===== src/rtl/pwr_irq_pkg.sv =====
package pwr_irq_pkg;
  localparam int unsigned NUM_SRC_DEF = 7;
  localparam int unsigned DATA_W_DEF  = 32;
  localparam int unsigned ADDR_W_DEF  = 2;
  localparam int unsigned PEND_WORD   = 0;
  localparam int unsigned EN_WORD     = 1;
endpackage


===== src/rtl/pir_pend_bank.sv =====
module pir_pend_bank #(
  parameter int unsigned NUM_SRC = 7
) (
  input  logic               clk_i,
  input  logic               rst_ni,
  input  logic               wr_i,
  input  logic [NUM_SRC-1:0] wdata_i,
  input  logic [NUM_SRC-1:0] evt_i,
  output logic [NUM_SRC-1:0] pend_o
);
  for (genvar k = 0; k < NUM_SRC; k++) begin : g_bit
    logic bit_q;
    always_ff @(posedge clk_i or negedge rst_ni) begin
      if (!rst_ni)       bit_q <= 1'b0;
      else if (evt_i[k]) bit_q <= 1'b1;  // hardware set beats software write
      else if (wr_i)     bit_q <= wdata_i[k];
    end
    assign pend_o[k] = bit_q;
  end
endmodule


===== src/rtl/pir_en_bank.sv =====
module pir_en_bank #(
  parameter int unsigned NUM_SRC = 7
) (
  input  logic               clk_i,
  input  logic               rst_ni,
  input  logic               wr_i,
  input  logic [NUM_SRC-1:0] wdata_i,
  output logic [NUM_SRC-1:0] en_o
);
  logic [NUM_SRC-1:0] en_q;
  always_ff @(posedge clk_i or negedge rst_ni) begin
    if (!rst_ni)   en_q <= '0;
    else if (wr_i) en_q <= wdata_i;
  end
  assign en_o = en_q;
endmodule


===== src/rtl/pir_rd_port.sv =====
module pir_rd_port #(
  parameter int unsigned NUM_SRC = 7,
  parameter int unsigned DATA_W  = 32,
  parameter int unsigned ADDR_W  = 2
) (
  input  logic               clk_i,
  input  logic               rst_ni,
  input  logic               re_i,
  input  logic               sel_pend_i,
  input  logic               sel_en_i,
  input  logic [NUM_SRC-1:0] pend_i,
  input  logic [NUM_SRC-1:0] en_i,
  output logic [DATA_W-1:0]  rdata_o
);
  localparam int unsigned PAD_W = DATA_W - NUM_SRC;

  logic [NUM_SRC-1:0] sel_d;
  logic [DATA_W-1:0]  rdata_q;

  always_comb begin
    sel_d = '0;
    if (sel_pend_i)    sel_d = pend_i;
    else if (sel_en_i) sel_d = en_i;
  end

  always_ff @(posedge clk_i or negedge rst_ni) begin
    if (!rst_ni)   rdata_q <= '0;
    else if (re_i) rdata_q <= {{PAD_W{1'b0}}, sel_d};
  end
  assign rdata_o = rdata_q;
endmodule


===== src/rtl/pir_irq_merge.sv =====
module pir_irq_merge #(
  parameter int unsigned NUM_SRC = 7
) (
  input  logic [NUM_SRC-1:0] pend_i,
  input  logic [NUM_SRC-1:0] en_i,
  output logic               irq_o
);
  assign irq_o = |(pend_i & en_i);
endmodule


===== src/rtl/pwr_irq_collector.sv =====
module pwr_irq_collector
  import pwr_irq_pkg::*;
#(
  parameter int unsigned NUM_SRC = NUM_SRC_DEF,
  parameter int unsigned DATA_W  = DATA_W_DEF,
  parameter int unsigned ADDR_W  = ADDR_W_DEF
) (
  input  logic               clk_i,
  input  logic               rst_ni,
  input  logic [NUM_SRC-1:0] evt_i,
  input  logic [ADDR_W-1:0]  addr_i,
  input  logic               we_i,
  input  logic [DATA_W-1:0]  wdata_i,
  input  logic               re_i,
  output logic [DATA_W-1:0]  rdata_o,
  output logic               irq_o
);
  logic               sel_pend, sel_en;
  logic [NUM_SRC-1:0] pend_q, en_q;
  logic               unused_wdata;

  assign sel_pend     = (addr_i == ADDR_W'(PEND_WORD));
  assign sel_en       = (addr_i == ADDR_W'(EN_WORD));
  assign unused_wdata = ^wdata_i[DATA_W-1:NUM_SRC];

  pir_pend_bank #(.NUM_SRC(NUM_SRC)) u_pend (
    .clk_i   (clk_i),
    .rst_ni  (rst_ni),
    .wr_i    (we_i & sel_pend),
    .wdata_i (wdata_i[NUM_SRC-1:0]),
    .evt_i   (evt_i),
    .pend_o  (pend_q)
  );

  pir_en_bank #(.NUM_SRC(NUM_SRC)) u_en (
    .clk_i   (clk_i),
    .rst_ni  (rst_ni),
    .wr_i    (we_i & sel_en),
    .wdata_i (wdata_i[NUM_SRC-1:0]),
    .en_o    (en_q)
  );

  pir_rd_port #(.NUM_SRC(NUM_SRC), .DATA_W(DATA_W), .ADDR_W(ADDR_W)) u_rd (
    .clk_i      (clk_i),
    .rst_ni     (rst_ni),
    .re_i       (re_i),
    .sel_pend_i (sel_pend),
    .sel_en_i   (sel_en),
    .pend_i     (pend_q),
    .en_i       (en_q),
    .rdata_o    (rdata_o)
  );

  pir_irq_merge #(.NUM_SRC(NUM_SRC)) u_merge (
    .pend_i (pend_q),
    .en_i   (en_q),
    .irq_o  (irq_o)
  );
endmodule


===== config.mk =====
export PLATFORM = sky130hd
export DESIGN_NAME = pwr_irq_collector
export DESIGN_NICKNAME = d
export VERILOG_FILES = /design/src/rtl/pwr_irq_pkg.sv /design/src/rtl/pir_pend_bank.sv /design/src/rtl/pir_en_bank.sv /design/src/rtl/pir_rd_port.sv /design/src/rtl/pir_irq_merge.sv /design/src/rtl/pwr_irq_collector.sv
export SDC_FILE = /design/constraint.sdc
export NUM_CORES = 1
export LEC_CHECK = 0
export BUFFER_PORTS_ARGS = -buffer_cell sky130_fd_sc_hd__buf_2
export CELL_PAD_IN_SITES_DETAIL_PLACEMENT = 1
export CELL_PAD_IN_SITES_GLOBAL_PLACEMENT = 1
export CORE_MARGIN = 2
export CORE_UTILIZATION = 29
export DETAILED_ROUTE_END_ITERATION = 6
export GPL_TIMING_DRIVEN = 0
export MAX_ROUTING_LAYER = met4
export PLACE_DENSITY = 0.81
export SKIP_CTS_REPAIR_TIMING = 1
export SLEW_MARGIN = 25
export SYNTH_ARGS = -nofsm -noshare
export SYNTH_HDL_FRONTEND = slang
export SYNTH_SLANG_ARGS = --single-unit

===== constraint.sdc =====
create_clock -name clk_i -period 1.27 [get_ports clk_i]
set_clock_uncertainty 0.1 [all_clocks]
set_input_delay 0.3175 -clock clk_i [delete_from_list [all_inputs] [get_ports clk_i]]
set_output_delay 0.3175 -clock clk_i [all_outputs]
set_load 0.1 [all_outputs]

==> results_tabular.tex, run 1 <==
\begin{tabular}{lr}
\hline
Metric & Value \\
\hline
\multicolumn{2}{l}{\textbf{Status}} \\
\quad Result of the run & complete, but fails checks \\
\quad Violations in the final reports & setup timing \\
\multicolumn{2}{l}{\textbf{Synth}} \\
\quad Post-Synthesis Mean Instance Area & 10.7 um2 \\
\quad Unique cell type count in the Yosys netlist & 16 \\
\quad Yosys synthesis warning count & 0 \\
\quad Portion of the post-synthesis area used by sequential elements & 46.1\% \\
\quad Register bit total from synthesis & 21 \\
\quad Syn Std Cell Area & 0.00114 mm2 \\
\quad Post-synthesis cell count & 107 \\
\multicolumn{2}{l}{\textbf{Floorplan}} \\
\quad Top-level I/O count & 78 \\
\quad DIE AREA & 0.00445 mm2 \\
\quad Vertical die dimension & 66.7 um \\
\quad Initial core utilization & 30.7\% \\
\quad Floorplan Core Area & 0.00372 mm2 \\
\quad Standard-cell rows & 22 \\
\quad Overall die width & 66.7 um \\
\multicolumn{2}{l}{\textbf{Routing}} \\
\quad Detailed-route wire length per cell & 11.3 um \\
\quad Number of remaining DRC errors & 0 \\
\quad 1st-pass router iterations & 4 \\
\quad Top layer in use & met4 \\
\quad Average vias per placed instance & 4.05 \\
\quad WL final & 2410 um \\
\quad Met2 WL post-DR & 1420 um \\
\quad Count of vias placed by the detailed router & 863 \\
\quad Metal-1 WL & 836 um \\
\quad Met3 layer wire length in the routed design & 119 um \\
\quad Violation count after the first detailed-routing iteration & 21 \\
\quad Remaining antenna violation count & 0 \\
\multicolumn{2}{l}{\textbf{Critical path}} \\
\quad Buffering stage count on the worst path with inverters included & 1 \\
\quad Critical Path RT & 0.85 ns \\
\quad Critical Setup Path Class & flip-flop to primary output \\
\quad Top delay family on crit path & compound AO/OA/AOI/OAI gates \\
\quad Capturing element type of the critical path & primary output \\
\quad Peak per-stage delay on the critical path & 0.50 ns \\
\quad Critical-path top delay cell & sky130\_fd\_sc\_hd\_\_a222oi\_1 \\
\quad Crit path DAT & 1.46 ns \\
\quad Maximum net fanout on the critical path & 3 \\
\quad Worst Setup Start Kind & flip-flop \\
\quad Cell chain of the critical path & a222oi\_1, nand3\_4, buf\_12 \\
\multicolumn{2}{l}{\textbf{Global route}} \\
\quad Initial antenna violation count & 0 \\
\quad Total routing usage reported by global routing & 12.1\% \\
\quad Pin count of the biggest net entering global routing & 22 \\
\quad Wire length of the first global-routing pass & 3940 um \\
\quad Overflow left after global routing & 0 \\
\quad Vias in the first global route & 876 \\
\multicolumn{2}{l}{\textbf{Place}} \\
\quad HPWL after detailed placement & 2020 um \\
\quad Number of port buffers & 25 \\
\quad Cell count after placement & 204 \\
\quad Worst slack at placement & -0.446 ns \\
\quad Gp weighted congestion & 0.789 \\
\multicolumn{2}{l}{\textbf{Pwr}} \\
\quad Areal power density over the cells & 1330 mW/mm2 \\
\quad Maximum ir drop on the vdd rail & 459 uV \\
\quad Leakage power & 0.000854 uW \\
\multicolumn{2}{l}{\textbf{Timing}} \\
\quad Setup repair after global routing missed its margin & yes \\
\quad Final number of setup-violating endpoints & 1 \\
\quad Minimum clock period & 1.88 ns \\
\quad Highest attainable clock frequency & 532 MHz \\
\quad Final hold violation count & 0 \\
\quad Worst setup slack after layout & -0.611 ns \\
\quad Final Max Slew Viols & 0 \\
\quad Final Cycle Share & 148\% \\
\quad Total negative slack & -0.611 ns \\
\multicolumn{2}{l}{\textbf{Run}} \\
\quad Max Cap Viol & 0 \\
\multicolumn{2}{l}{\textbf{Final layout}} \\
\quad Post-layout util & 44.3\% \\
\quad Number of fillers in the final layout & 438 \\
\quad Layout net count & 211 \\
\quad Final std cells w/o fill & 213 \\
\quad Number of diodes added for antenna fixing & 0 \\
\quad Most common cell after layout, fill and taps aside & sky130\_fd\_sc\_hd\_\_buf\_4 \\
\quad Fraction of layout cells with a size suffix above 1 & 45.5\% \\
\quad Area growth, synth to finish & 44.4\% \\
\quad Most frequent cells in the layout & sky130\_fd\_sc\_hd\_\_buf\_4, sky130\_fd\_sc\_hd\_\_conb\_1, sky130\_fd\_sc\_hd\_\_buf\_2 \\
\multicolumn{2}{l}{\textbf{Clock tree}} \\
\quad Root buf cell & sky130\_fd\_sc\_hd\_\_clkbuf\_8 \\
\quad Clock-pin slew reported for the worst setup and hold paths after clock tree synthesis & 0.07 ns \\
\quad Clock Latency Late Sink & 0.25 ns \\
\quad Clk sinks & 21 \\
\quad Number of buffers added by the clock tree synthesis step & 3 \\
\quad TritonCTS clock tree & built \\
\quad Maximum root-to-sink buffer count & 2 \\
\quad Htree depth & 1 \\
\multicolumn{2}{l}{\textbf{Hold path}} \\
\quad Worst hold path type & input port to flip-flop \\
\hline
\end{tabular}
layout make-up:
class	count	area, um2	area share, %
Sequential cell	21	534	32.4
Inverter	7	26.3	1.59
Buffer	29	221	13.4
Clock inverter	1	5.00	0.304
Clock buffer	3	41.3	2.51
Timing Repair Buffer	30	285	17.3
Tap cell	48	60.1	3.64
Multi-Input combinational cell	74	474	28.8
where the power goes:
group	total (uW)	internal (uW)	switching (uW)
sequential	819	750	68.9
clock	423	218	205
combinational	952	287	665
cells in the mapped netlist:
cell type,n,share of area (%)
sky130_fd_sc_hd__mux2_2,7,6.9
sky130_fd_sc_hd__nand3_1,1,0.44
sky130_fd_sc_hd__inv_1,7,2.3
sky130_fd_sc_hd__o22ai_1,7,3.8
sky130_fd_sc_hd__buf_6,2,2.0
sky130_fd_sc_hd__buf_4,25,16
sky130_fd_sc_hd__conb_1,1,0.33
sky130_fd_sc_hd__dfrtp_1,21,46
sky130_fd_sc_hd__nand3b_1,1,0.66
sky130_fd_sc_hd__mux2i_1,14,12
sky130_fd_sc_hd__or3b_1,1,0.77
sky130_fd_sc_hd__nand2b_1,1,0.55
sky130_fd_sc_hd__a22oi_1,2,1.3
sky130_fd_sc_hd__nor2_1,14,4.6
sky130_fd_sc_hd__clkbuf_1,2,0.66
sky130_fd_sc_hd__a222oi_1,1,0.88
flip-flops by register name (all words and copies together), names as in the netlist:
signal and flops:
u_en.en_o 7, u_pend.g_bit.bit_q 7, u_rd.rdata_o 7
final timing paths:
path	start	to	slack, ns	cells after the start
setup / recovery	u_pend.g_bit[3].bit_q$_DFFE_PN0P_	irq_o	-0.61	3
hold / removal	wdata_i[3]	u_en.en_o[3]$_DFFE_PN0P_	0.21	2
setup reg to reg	u_en.en_o[3]$_DFFE_PN0P_	u_rd.rdata_o[3]$_DFFE_PN0P_	0.25	3
hold reg to reg	u_en.en_o[3]$_DFFE_PN0P_	u_en.en_o[3]$_DFFE_PN0P_	0.44	1
max in group asynchronous	rst_ni	u_rd.rdata_o[1]$_DFFE_PN0P_	0.30	2
min in group asynchronous	rst_ni	u_pend.g_bit[2].bit_q$_DFFE_PN0P_	0.44	2
metrics by stage:
stage | area, um2 | power [uW] | hold slack, ns
2_1_floorplan | 1260 | 1540 | -0.0781
3_3_place_gp | 1440 | 1640 | 0.177
3_5_place_dp | 1440 | 1660 | 0.190
4_1_cts | 1490 | 2090 | -0.0857
5_1_grt | 1650 | 2280 | 0.214
6_report | 1650 | 2190 | 0.211
routing by layer:
metal	GRT usage, %	up-vias
met5	-	-
met4	5.10	0
met3	1.86	4
met2	23.0	29
met1	12.2	407
li1	-	423
cells by family after synthesis:
family                 Yosys count  synth area share (%)
AO/OA/AOI/OAI                   10                  6.03
AND/OR/NAND/NOR                 18                  7.02
buffers and inverters           36                  21.4
multiplexers                    21                  19.2
other                            1                 0.329
flip-flops                      21                  46.1
No activity file was read; power rests on OpenSTA's default activity.
==> run 2, diff against run 1 <==
--- a/config.mk
+++ b/config.mk
@@ -13,7 +13,7 @@
 export DETAILED_ROUTE_END_ITERATION = 6
 export GPL_TIMING_DRIVEN = 0
 export MAX_ROUTING_LAYER = met4
-export PLACE_DENSITY = 0.81
+export PLACE_DENSITY = 0.76
 export SKIP_CTS_REPAIR_TIMING = 1
 export SLEW_MARGIN = 25
 export SYNTH_ARGS = -nofsm -noshare
==> run 2 against run 1 <==
Against the previous run:
- the flow still finishes with violations (setup timing)
- die area stayed put
- worst hold slack worse by 0.0095 ns
- register-to-register slack better by 0.02 ns
- utilization is 1.3 points lower
- sequential cell count stayed put
- via count is 1.6% lower
- routed wire length is 1.2% higher
- sequential share of layout area is 0.96 points higher
- critical path type unchanged
- critical endpoint unchanged
- largest power group unchanged
- highest routed layer unchanged
==> results_tabular.tex, run 2 (synthesized netlist as in run 1, its figures left out) <==
\begin{tabular}{lr}
\hline
Metric & Value \\
\hline
\multicolumn{2}{l}{\textbf{Final layout}} \\
\quad Area growth, synth to finish & 40.2\% \\
\quad Fraction of layout cells with a size suffix above 1 & 44.1\% (-1.4 points) \\
\quad Most frequent cells in the layout & sky130\_fd\_sc\_hd\_\_buf\_4, sky130\_fd\_sc\_hd\_\_conb\_1, sky130\_fd\_sc\_hd\_\_buf\_2 \\
\quad Layout net count & 207 (-1.9\%) \\
\quad Final std cells w/o fill & 209 (-1.9\%) \\
\quad Post-Layout Inst Area & 0.00160 mm2 (-2.9\%) \\
\quad Number of diodes added for antenna fixing & 0 (unchanged) \\
\quad Number of fillers in the final layout & 437 (-0.23\%) \\
\multicolumn{2}{l}{\textbf{Clock tree}} \\
\quad Htree depth & 1 (unchanged) \\
\quad Number of buffers added by the clock tree synthesis step & 3 (unchanged) \\
\quad Maximum root-to-sink buffer count & 2 (unchanged) \\
\quad Clock Latency Late Sink & 0.26 ns (about the same) \\
\quad Clk sinks & 21 (unchanged) \\
\quad Clock-pin slew reported for the worst setup and hold paths after clock tree synthesis & 0.07 ns (about the same) \\
\quad TritonCTS clock tree & built \\
\quad Root buf cell & sky130\_fd\_sc\_hd\_\_clkbuf\_8 \\
\multicolumn{2}{l}{\textbf{Status}} \\
\quad Result of the run & complete, but fails checks \\
\quad Violations in the final reports & setup timing \\
\multicolumn{2}{l}{\textbf{Timing}} \\
\quad Worst Hold Slack & 0.202 ns (-0.00952 ns) \\
\quad Minimum clock period & 1.87 ns (-0.00922 ns) \\
\quad Final Max Slew Viols & 0 (unchanged) \\
\quad Setup repair after global routing missed its margin & yes \\
\quad Highest attainable clock frequency & 534 MHz (+0.49\%) \\
\quad Final Cycle Share & 147\% (-0.73 points) \\
\quad Final number of setup-violating endpoints & 8 (+7) \\
\quad Final hold violation count & 0 (unchanged) \\
\quad Worst setup slack after layout & -0.601 ns (+0.00922 ns) \\
\multicolumn{2}{l}{\textbf{Floorplan}} \\
\quad Initial core utilization & 30.7\% (unchanged) \\
\quad DIE AREA & 0.00445 mm2 (unchanged) \\
\quad Standard-cell rows & 22 (unchanged) \\
\quad Overall die width & 66.7 um (unchanged) \\
\quad Top-level I/O count & 78 (unchanged) \\
\quad Floorplan Core Area & 0.00372 mm2 (unchanged) \\
\quad Vertical die dimension & 66.7 um (unchanged) \\
\multicolumn{2}{l}{\textbf{Critical path}} \\
\quad Maximum net fanout on the critical path & 3 (unchanged) \\
\quad Critical-path top delay cell & sky130\_fd\_sc\_hd\_\_a222oi\_1 \\
\quad Critical Path RT & 0.85 ns (about the same) \\
\quad Cell chain of the critical path & a222oi\_1, nand3\_4, buf\_6 \\
\quad Crit path DAT & 1.45 ns (about the same) \\
\quad Peak per-stage delay on the critical path & 0.48 ns (-0.02 ns) \\
\quad Critical Setup Path Class & flip-flop to primary output \\
\quad Capturing element type of the critical path & primary output \\
\quad Worst Setup Start Kind & flip-flop \\
\multicolumn{2}{l}{\textbf{Run}} \\
\quad Max Cap Viol & 0 (unchanged) \\
\multicolumn{2}{l}{\textbf{Routing}} \\
\quad Average vias per placed instance & 4.06 (+0.26\%) \\
\quad Count of vias placed by the detailed router & 849 (-1.6\%) \\
\quad Number of remaining DRC errors & 0 (unchanged) \\
\quad Detailed-route wire length per cell & 11.7 um (+3.1\%) \\
\quad Violation count after the first detailed-routing iteration & 13 (-38\%) \\
\quad WL final & 2440 um (+1.2\%) \\
\quad Remaining antenna violation count & 0 (unchanged) \\
\quad 1st-pass router iterations & 5 (+1) \\
\multicolumn{2}{l}{\textbf{Global route}} \\
\quad Vias in the first global route & 863 (-1.5\%) \\
\quad Busiest layer in global routing & met2 \\
\quad Total routing usage reported by global routing & 12.4\% (+0.25 points) \\
\quad Overflow left after global routing & 0 (unchanged) \\
\quad Met1 global-route usage & 14.1\% (+1.9 points) \\
\quad Wire length of the first global-routing pass & 3990 um (+1.2\%) \\
\quad Met2 usage & 21.3\% (-1.8 points) \\
\quad Initial antenna violation count & 0 (unchanged) \\
\quad Pin count of the biggest net entering global routing & 22 (unchanged) \\
\quad Met3 track utilization from global routing & 1.69\% (-0.17 points) \\
\multicolumn{2}{l}{\textbf{Pwr}} \\
\quad Sequential fraction of design power & 37.6\% (+0.3 points) \\
\quad Part of the total power dissipated in the clock network & 19.8\% (+0.5 points) \\
\quad Switching portion of total power & 43.2\% (+0.45 points) \\
\quad Combinational share of power & 42.6\% (-0.8 points) \\
\quad Final Power & 2180 uW (-0.79\%) \\
\quad Leakage power & 0.000829 uW (-2.9\%) \\
\quad Psw & 941 uW (+0.26\%) \\
\quad Maximum ir drop on the vdd rail & 355 uV (-23\%) \\
\quad Areal power density over the cells & 1360 mW/mm2 (+2.2\%) \\
\quad Internal portion of total power & 1240 uW (-1.6\%) \\
\multicolumn{2}{l}{\textbf{Hold path}} \\
\quad Worst hold path type & input port to flip-flop \\
\multicolumn{2}{l}{\textbf{Place}} \\
\quad Area after DPL & 0.00144 mm2 (unchanged) \\
\quad Cell count after placement & 204 (unchanged) \\
\quad Number of port buffers & 25 (unchanged) \\
\quad Worst slack at placement & -0.408 ns (+0.0373 ns) \\
\quad Gp weighted congestion & 0.718 (-8.9\%) \\
\quad HPWL after detailed placement & 1940 um (-3.7\%) \\
\hline
\end{tabular}
## run 2: final cells by class
cell class              instances  area (um2)  share of cell area [%]
flip-flops and latches         21         534                    33.4
multi-input cells              74         474                    29.6
repair buffers                 26         238                    14.9
plain buffers                  29         221                    13.8
well taps                      48        60.1                    3.75
clock buffers                   3        41.3                    2.58
inverters                       7        26.3                    1.64
clock inverters                 1        5.00                   0.313
## run 2: per-layer routing
layer,up-vias,wire length [um]
met1,397,1020
met4,0,57
met2,34,1250
met5,-,0
li1,414,-
met3,4,114
## run 2: critical path, delay by kind of cell (launching register included)
kind            cells  cell delay, ns
simple gates        1            0.11
compound gates      1            0.48
buf+inv             1            0.20
flops               1            0.40
## run 2: through the flow
step           utilization [%]  setup TNS [ns]
2_1_floorplan                -          -0.316
3_3_place_gp              38.8           -1.31
3_5_place_dp              38.8           -1.72
4_1_cts                   40.0           -2.07
5_1_grt                   43.1          -0.901
6_report                  43.1          -0.622
## run 2: final timing paths
path	startpoint	to	slack, ns	cells after the start
worst min register to register	u_en.en_o[4]$_DFFE_PN0P_	u_en.en_o[4]$_DFFE_PN0P_	0.44	1
worst max register to register	u_en.en_o[6]$_DFFE_PN0P_	u_rd.rdata_o[6]$_DFFE_PN0P_	0.27	2
max in group asynchronous	rst_ni	u_rd.rdata_o[6]$_DFFE_PN0P_	0.28	2
worst max-delay path	u_en.en_o[3]$_DFFE_PN0P_	irq_o	-0.60	3
worst min-delay path	wdata_i[6]	u_en.en_o[6]$_DFFE_PN0P_	0.20	2
min in group asynchronous	rst_ni	u_en.en_o[5]$_DFFE_PN0P_	0.45	2
## run 2: power groups by stage
stage,combinational (uW),sequential [uW],clock [uW]
3_3_place_gp,832,808,0
5_1_grt,974,830,473
4_1_cts,847,804,451
2_1_floorplan,543,999,0
6_report,928,818,431
3_5_place_dp,844,817,0
==> run 3, diff against run 2 <==
--- a/config.mk
+++ b/config.mk
@@ -9,7 +9,7 @@
 export CELL_PAD_IN_SITES_DETAIL_PLACEMENT = 1
 export CELL_PAD_IN_SITES_GLOBAL_PLACEMENT = 1
 export CORE_MARGIN = 2
-export CORE_UTILIZATION = 29
+export CORE_UTILIZATION = 30
 export DETAILED_ROUTE_END_ITERATION = 6
 export GPL_TIMING_DRIVEN = 0
 export MAX_ROUTING_LAYER = met4
@@ -18,4 +18,5 @@
 export SLEW_MARGIN = 25
 export SYNTH_ARGS = -nofsm -noshare
 export SYNTH_HDL_FRONTEND = slang
+export SYNTH_HIERARCHICAL = 1
 export SYNTH_SLANG_ARGS = --single-unit
==> run 3 against run 2 <==
Against the previous run:
- the flow still finishes with violations (setup timing)
- combinational power rose by 6.4%
- setup slack worse by 0.12 ns
- sequential cell count unchanged
- critical endpoint unchanged
- critical path type unchanged
- total power grew 4.1%
- clock power up 4%
- via count grew 10%
- critical path depth increased by 1
- design area increased by 9.9%
- synthesized cell count rose by 7.5%
==> results_tabular.tex, run 3 <==
\begin{tabular}{lr}
\hline
Metric & Value \\
\hline
\multicolumn{2}{l}{\textbf{Status}} \\
\quad Result of the run & complete, but fails checks \\
\quad Violations in the final reports & setup timing \\
\multicolumn{2}{l}{\textbf{Final layout}} \\
\quad Fraction of layout cells with a size suffix above 1 & 51.7\% (+7.6 points) \\
\quad Final std cells w/o fill & 224 (+7.2\%) \\
\quad Number of fillers in the final layout & 455 (+4.1\%) \\
\quad Sequential cell area & 534 um2 (unchanged) \\
\quad Layout net count & 220 (+6.3\%) \\
\quad Most frequent cells in the layout & sky130\_fd\_sc\_hd\_\_buf\_4, sky130\_fd\_sc\_hd\_\_conb\_1, sky130\_fd\_sc\_hd\_\_buf\_2 \\
\quad Number of diodes added for antenna fixing & 0 (unchanged) \\
\quad Most common cell after layout, fill and taps aside & sky130\_fd\_sc\_hd\_\_buf\_4 \\
\quad Area growth, synth to finish & 42.4\% \\
\quad Combined area of the multi-input logic cells & 542 um2 (+14\%) \\
\multicolumn{2}{l}{\textbf{Clock tree}} \\
\quad Htree depth & 1 (unchanged) \\
\quad Maximum root-to-sink buffer count & 2 (unchanged) \\
\quad Clk sinks & 21 (unchanged) \\
\quad Clock Latency Late Sink & 0.27 ns (about the same) \\
\quad Clock-pin slew reported for the worst setup and hold paths after clock tree synthesis & 0.08 ns (about the same) \\
\quad TritonCTS clock tree & built \\
\quad Number of buffers added by the clock tree synthesis step & 3 (unchanged) \\
\quad Root buf cell & sky130\_fd\_sc\_hd\_\_clkbuf\_8 \\
\multicolumn{2}{l}{\textbf{Global route}} \\
\quad Vias in the first global route & 872 (+1.0\%) \\
\quad Met1 global-route usage & 13.8\% (-0.31 points) \\
\quad Overflow left after global routing & 0 (unchanged) \\
\quad Busiest layer in global routing & met2 \\
\quad Wire length of the first global-routing pass & 4040 um (+1.4\%) \\
\quad Total routing usage reported by global routing & 12.0\% (-0.33 points) \\
\quad Met3 track utilization from global routing & 1.64\% (-0.044 points) \\
\quad Pin count of the biggest net entering global routing & 22 (unchanged) \\
\quad Initial antenna violation count & 0 (unchanged) \\
\quad Met2 usage & 20.9\% (-0.38 points) \\
\multicolumn{2}{l}{\textbf{Routing}} \\
\quad Number of remaining DRC errors & 0 (unchanged) \\
\quad Detailed-route wire length per cell & 13.5 um (+15\%) \\
\quad Violation count after the first detailed-routing iteration & 31 (+18) \\
\quad Average vias per placed instance & 4.18 (+2.9\%) \\
\quad WL final & 3020 um (+24\%) \\
\quad 1st-pass router iterations & 4 (-1) \\
\quad Remaining antenna violation count & 0 (unchanged) \\
\quad Count of vias placed by the detailed router & 936 (+10\%) \\
\multicolumn{2}{l}{\textbf{Pwr}} \\
\quad Leakage power & 0.000848 uW (+2.3\%) \\
\quad Final Power & 2260 uW (+4.1\%) \\
\quad Maximum ir drop on the vdd rail & 406 uV (+14\%) \\
\quad Areal power density over the cells & 1290 mW/mm2 (-5.3\%) \\
\multicolumn{2}{l}{\textbf{Synth}} \\
\quad Cells taking the most area after synthesis & sky130\_fd\_sc\_hd\_\_dfrtp\_1, sky130\_fd\_sc\_hd\_\_buf\_4, sky130\_fd\_sc\_hd\_\_mux2\_4 \\
\quad Syn Std Cell Area & 0.00123 mm2 (+8.2\%) \\
\quad Register bit total from synthesis & 21 (unchanged) \\
\quad Post-synthesis cell count & 115 (+7.5\%) \\
\quad Portion of the post-synthesis area used by sequential elements & 42.6\% (-3.5 points) \\
\quad Leading register cell type out of synthesis & sky130\_fd\_sc\_hd\_\_dfrtp\_1 \\
\quad Area share of the largest cell type after synthesis & 42.6\% (-3.5 points) \\
\quad Count of flip-flops with a built-in enable after synthesis & 0 (unchanged) \\
\quad Dominant cell by count in the synthesized netlist & sky130\_fd\_sc\_hd\_\_buf\_4 \\
\quad Post-synthesis cell type with the largest combined area & sky130\_fd\_sc\_hd\_\_dfrtp\_1 \\
\quad Post-Synthesis Mean Instance Area & 10.7 um2 (+0.70\%) \\
\quad Unique cell type count in the Yosys netlist & 18 (+2) \\
\quad Yosys synthesis warning count & 6 (+6) \\
\quad Post-synth ARST share & 100\% (unchanged) \\
\quad Commonest cells in the netlist & sky130\_fd\_sc\_hd\_\_buf\_4, sky130\_fd\_sc\_hd\_\_dfrtp\_1, sky130\_fd\_sc\_hd\_\_nor2\_1 \\
\multicolumn{2}{l}{\textbf{Critical path}} \\
\quad Reg-to-reg setup timing slack & 0.18 ns (-0.09 ns) \\
\quad Maximum net fanout on the critical path & 2 (-1) \\
\quad Cell chain of the critical path & buf\_6, a222oi\_1, nand3\_4, buf\_12 \\
\quad Peak per-stage delay on the critical path & 0.46 ns (-0.02 ns) \\
\quad Critical Setup Path Class & flip-flop to primary output \\
\quad Crit path DAT & 1.57 ns (+0.12 ns) \\
\quad Buffering stage count on the worst path with inverters included & 2 (+1) \\
\quad Worst Setup Start Kind & flip-flop \\
\quad Critical-path top delay cell & sky130\_fd\_sc\_hd\_\_a222oi\_1 \\
\quad Capturing element type of the critical path & primary output \\
\quad Top delay family on crit path & compound AO/OA/AOI/OAI gates \\
\quad Critical Path RT & 0.85 ns (about the same) \\
\quad Crit path launch & u\_pend/g\_bit[3].bit\_q\$\_DFFE\_PN0P\_ \\
\quad Worst R2R Start & u\_pend/g\_bit[0].bit\_q\$\_DFFE\_PN0P\_ \\
\multicolumn{2}{l}{\textbf{Floorplan}} \\
\quad Initial core utilization & 31.1\% (+0.39 points) \\
\quad Standard-cell rows & 23 (+4.5\%) \\
\quad Vertical die dimension & 68.2 um (+2.1\%) \\
\quad Overall die width & 68.2 um (+2.1\%) \\
\quad Floorplan Core Area & 0.00397 mm2 (+6.9\%) \\
\quad DIE AREA & 0.00465 mm2 (+4.3\%) \\
\quad Top-level I/O count & 78 (unchanged) \\
\multicolumn{2}{l}{\textbf{Timing}} \\
\quad Final number of setup-violating endpoints & 8 (unchanged) \\
\quad Setup repair after global routing missed its margin & yes \\
\quad Final Max Slew Viols & 0 (unchanged) \\
\quad Minimum clock period & 1.99 ns (+0.115 ns) \\
\quad Final hold violation count & 0 (unchanged) \\
\quad Highest attainable clock frequency & 503 MHz (-5.8\%) \\
\quad Final Cycle Share & 156\% (+9.1 points) \\
\quad Worst setup slack after layout & -0.717 ns (-0.115 ns) \\
\multicolumn{2}{l}{\textbf{Hold path}} \\
\quad Hold Crit Start & evt\_i[0] \\
\quad Worst hold path type & input port to flip-flop \\
\multicolumn{2}{l}{\textbf{Place}} \\
\quad Number of port buffers & 27 (+8.0\%) \\
\quad Cell count after placement & 216 (+5.9\%) \\
\quad HPWL after detailed placement & 2190 um (+13\%) \\
\quad Gp weighted congestion & 0.908 (+26\%) \\
\quad Worst slack at placement & -0.522 ns (-0.113 ns) \\
\multicolumn{2}{l}{\textbf{Run}} \\
\quad Max Cap Viol & 0 (unchanged) \\
\hline
\end{tabular}
-- run 3: changes by cell type after synthesis, moves of 6 or more --
| cell | previous run | this run |
|---|---|---|
| sky130_fd_sc_hd__nand3b_1 | 1 | 7 |
| sky130_fd_sc_hd__nor2_1 | 14 | 8 |
| sky130_fd_sc_hd__nand2_1 | 0 | 7 |
| sky130_fd_sc_hd__a31oi_1 | 0 | 7 |
| sky130_fd_sc_hd__o22ai_1 | 7 | 0 |
| sky130_fd_sc_hd__mux2_2 | 7 | 0 |
| sky130_fd_sc_hd__inv_1 | 7 | 0 |
| sky130_fd_sc_hd__buf_4 | 25 | 33 |
| sky130_fd_sc_hd__a211o_1 | 0 | 7 |
| sky130_fd_sc_hd__mux2i_1 | 14 | 0 |
| sky130_fd_sc_hd__mux2_4 | 0 | 7 |
-- run 3: power by group --
part,internal (uW),switching [uW],leakage (uW)
clock,219,230,0.0000255
combinational,319,668,0.000598
sequential,751,78.2,0.000224
total,1290,976,0.000848
-- run 3: final cells by class --
| cell class | count | share of cell area (%) |
|---|---|---|
| Multi-Input combinational cell | 82 | 30.8 |
| Clock inverter | 1 | 0.285 |
| Sequential cell | 21 | 30.4 |
| Clock buffer | 3 | 2.35 |
| Buffer | 35 | 15.8 |
| Tap cell | 50 | 3.56 |
| Timing Repair Buffer | 32 | 16.8 |
-- run 3: metrics by stage --
| step | util [%] | setup TNS, ns | instance area [um2] | hold WS (ns) |
|---|---|---|---|---|
| floorplan | - | -0.402 | 1360 | -0.0781 |
| global placement | 39.2 | -2.11 | 1560 | 0.186 |
| detailed placement | 39.2 | -2.53 | 1560 | 0.199 |
| CTS | 40.3 | -2.26 | 1600 | -0.0969 |
| global route | 44.3 | -1.07 | 1760 | 0.134 |
| finish | 44.3 | -0.866 | 1760 | 0.132 |
-- run 3: path summary, 6_finish.rpt --
kind,endpoint,cells after the start
worst min-delay path,u_pend/g_bit[0].bit_q$_DFFE_PN0P_,2
min in group asynchronous,u_en/en_o[4]$_DFFE_PN0P_,2
worst max-delay path,irq_o,4
max in group asynchronous,u_rd/rdata_o[5]$_DFFE_PN0P_,2
worst min register to register,u_en/en_o[2]$_DFFE_PN0P_,1
worst max register to register,u_pend/g_bit[0].bit_q$_DFFE_PN0P_,3
-- run 3: layer usage --
metal	vias to the layer above	wire length, um
li1	456	-
met1	448	1160
met2	29	1670
met3	3	160
met4	0	36
met5	-	0
-- run 3: cell families (layout without fill, tap and decap cells) --
kind of cell           after synthesis  count (layout)  synth area share, %
buffers and inverters               36              71                 22.8
flip-flops                          21              21                 42.6
AO/OA/AOI/OAI                       17              17                 10.5
multiplexers                         7               7                 8.51
AND/OR/NAND/NOR                     33              33                 15.3
other                                1              25                0.304
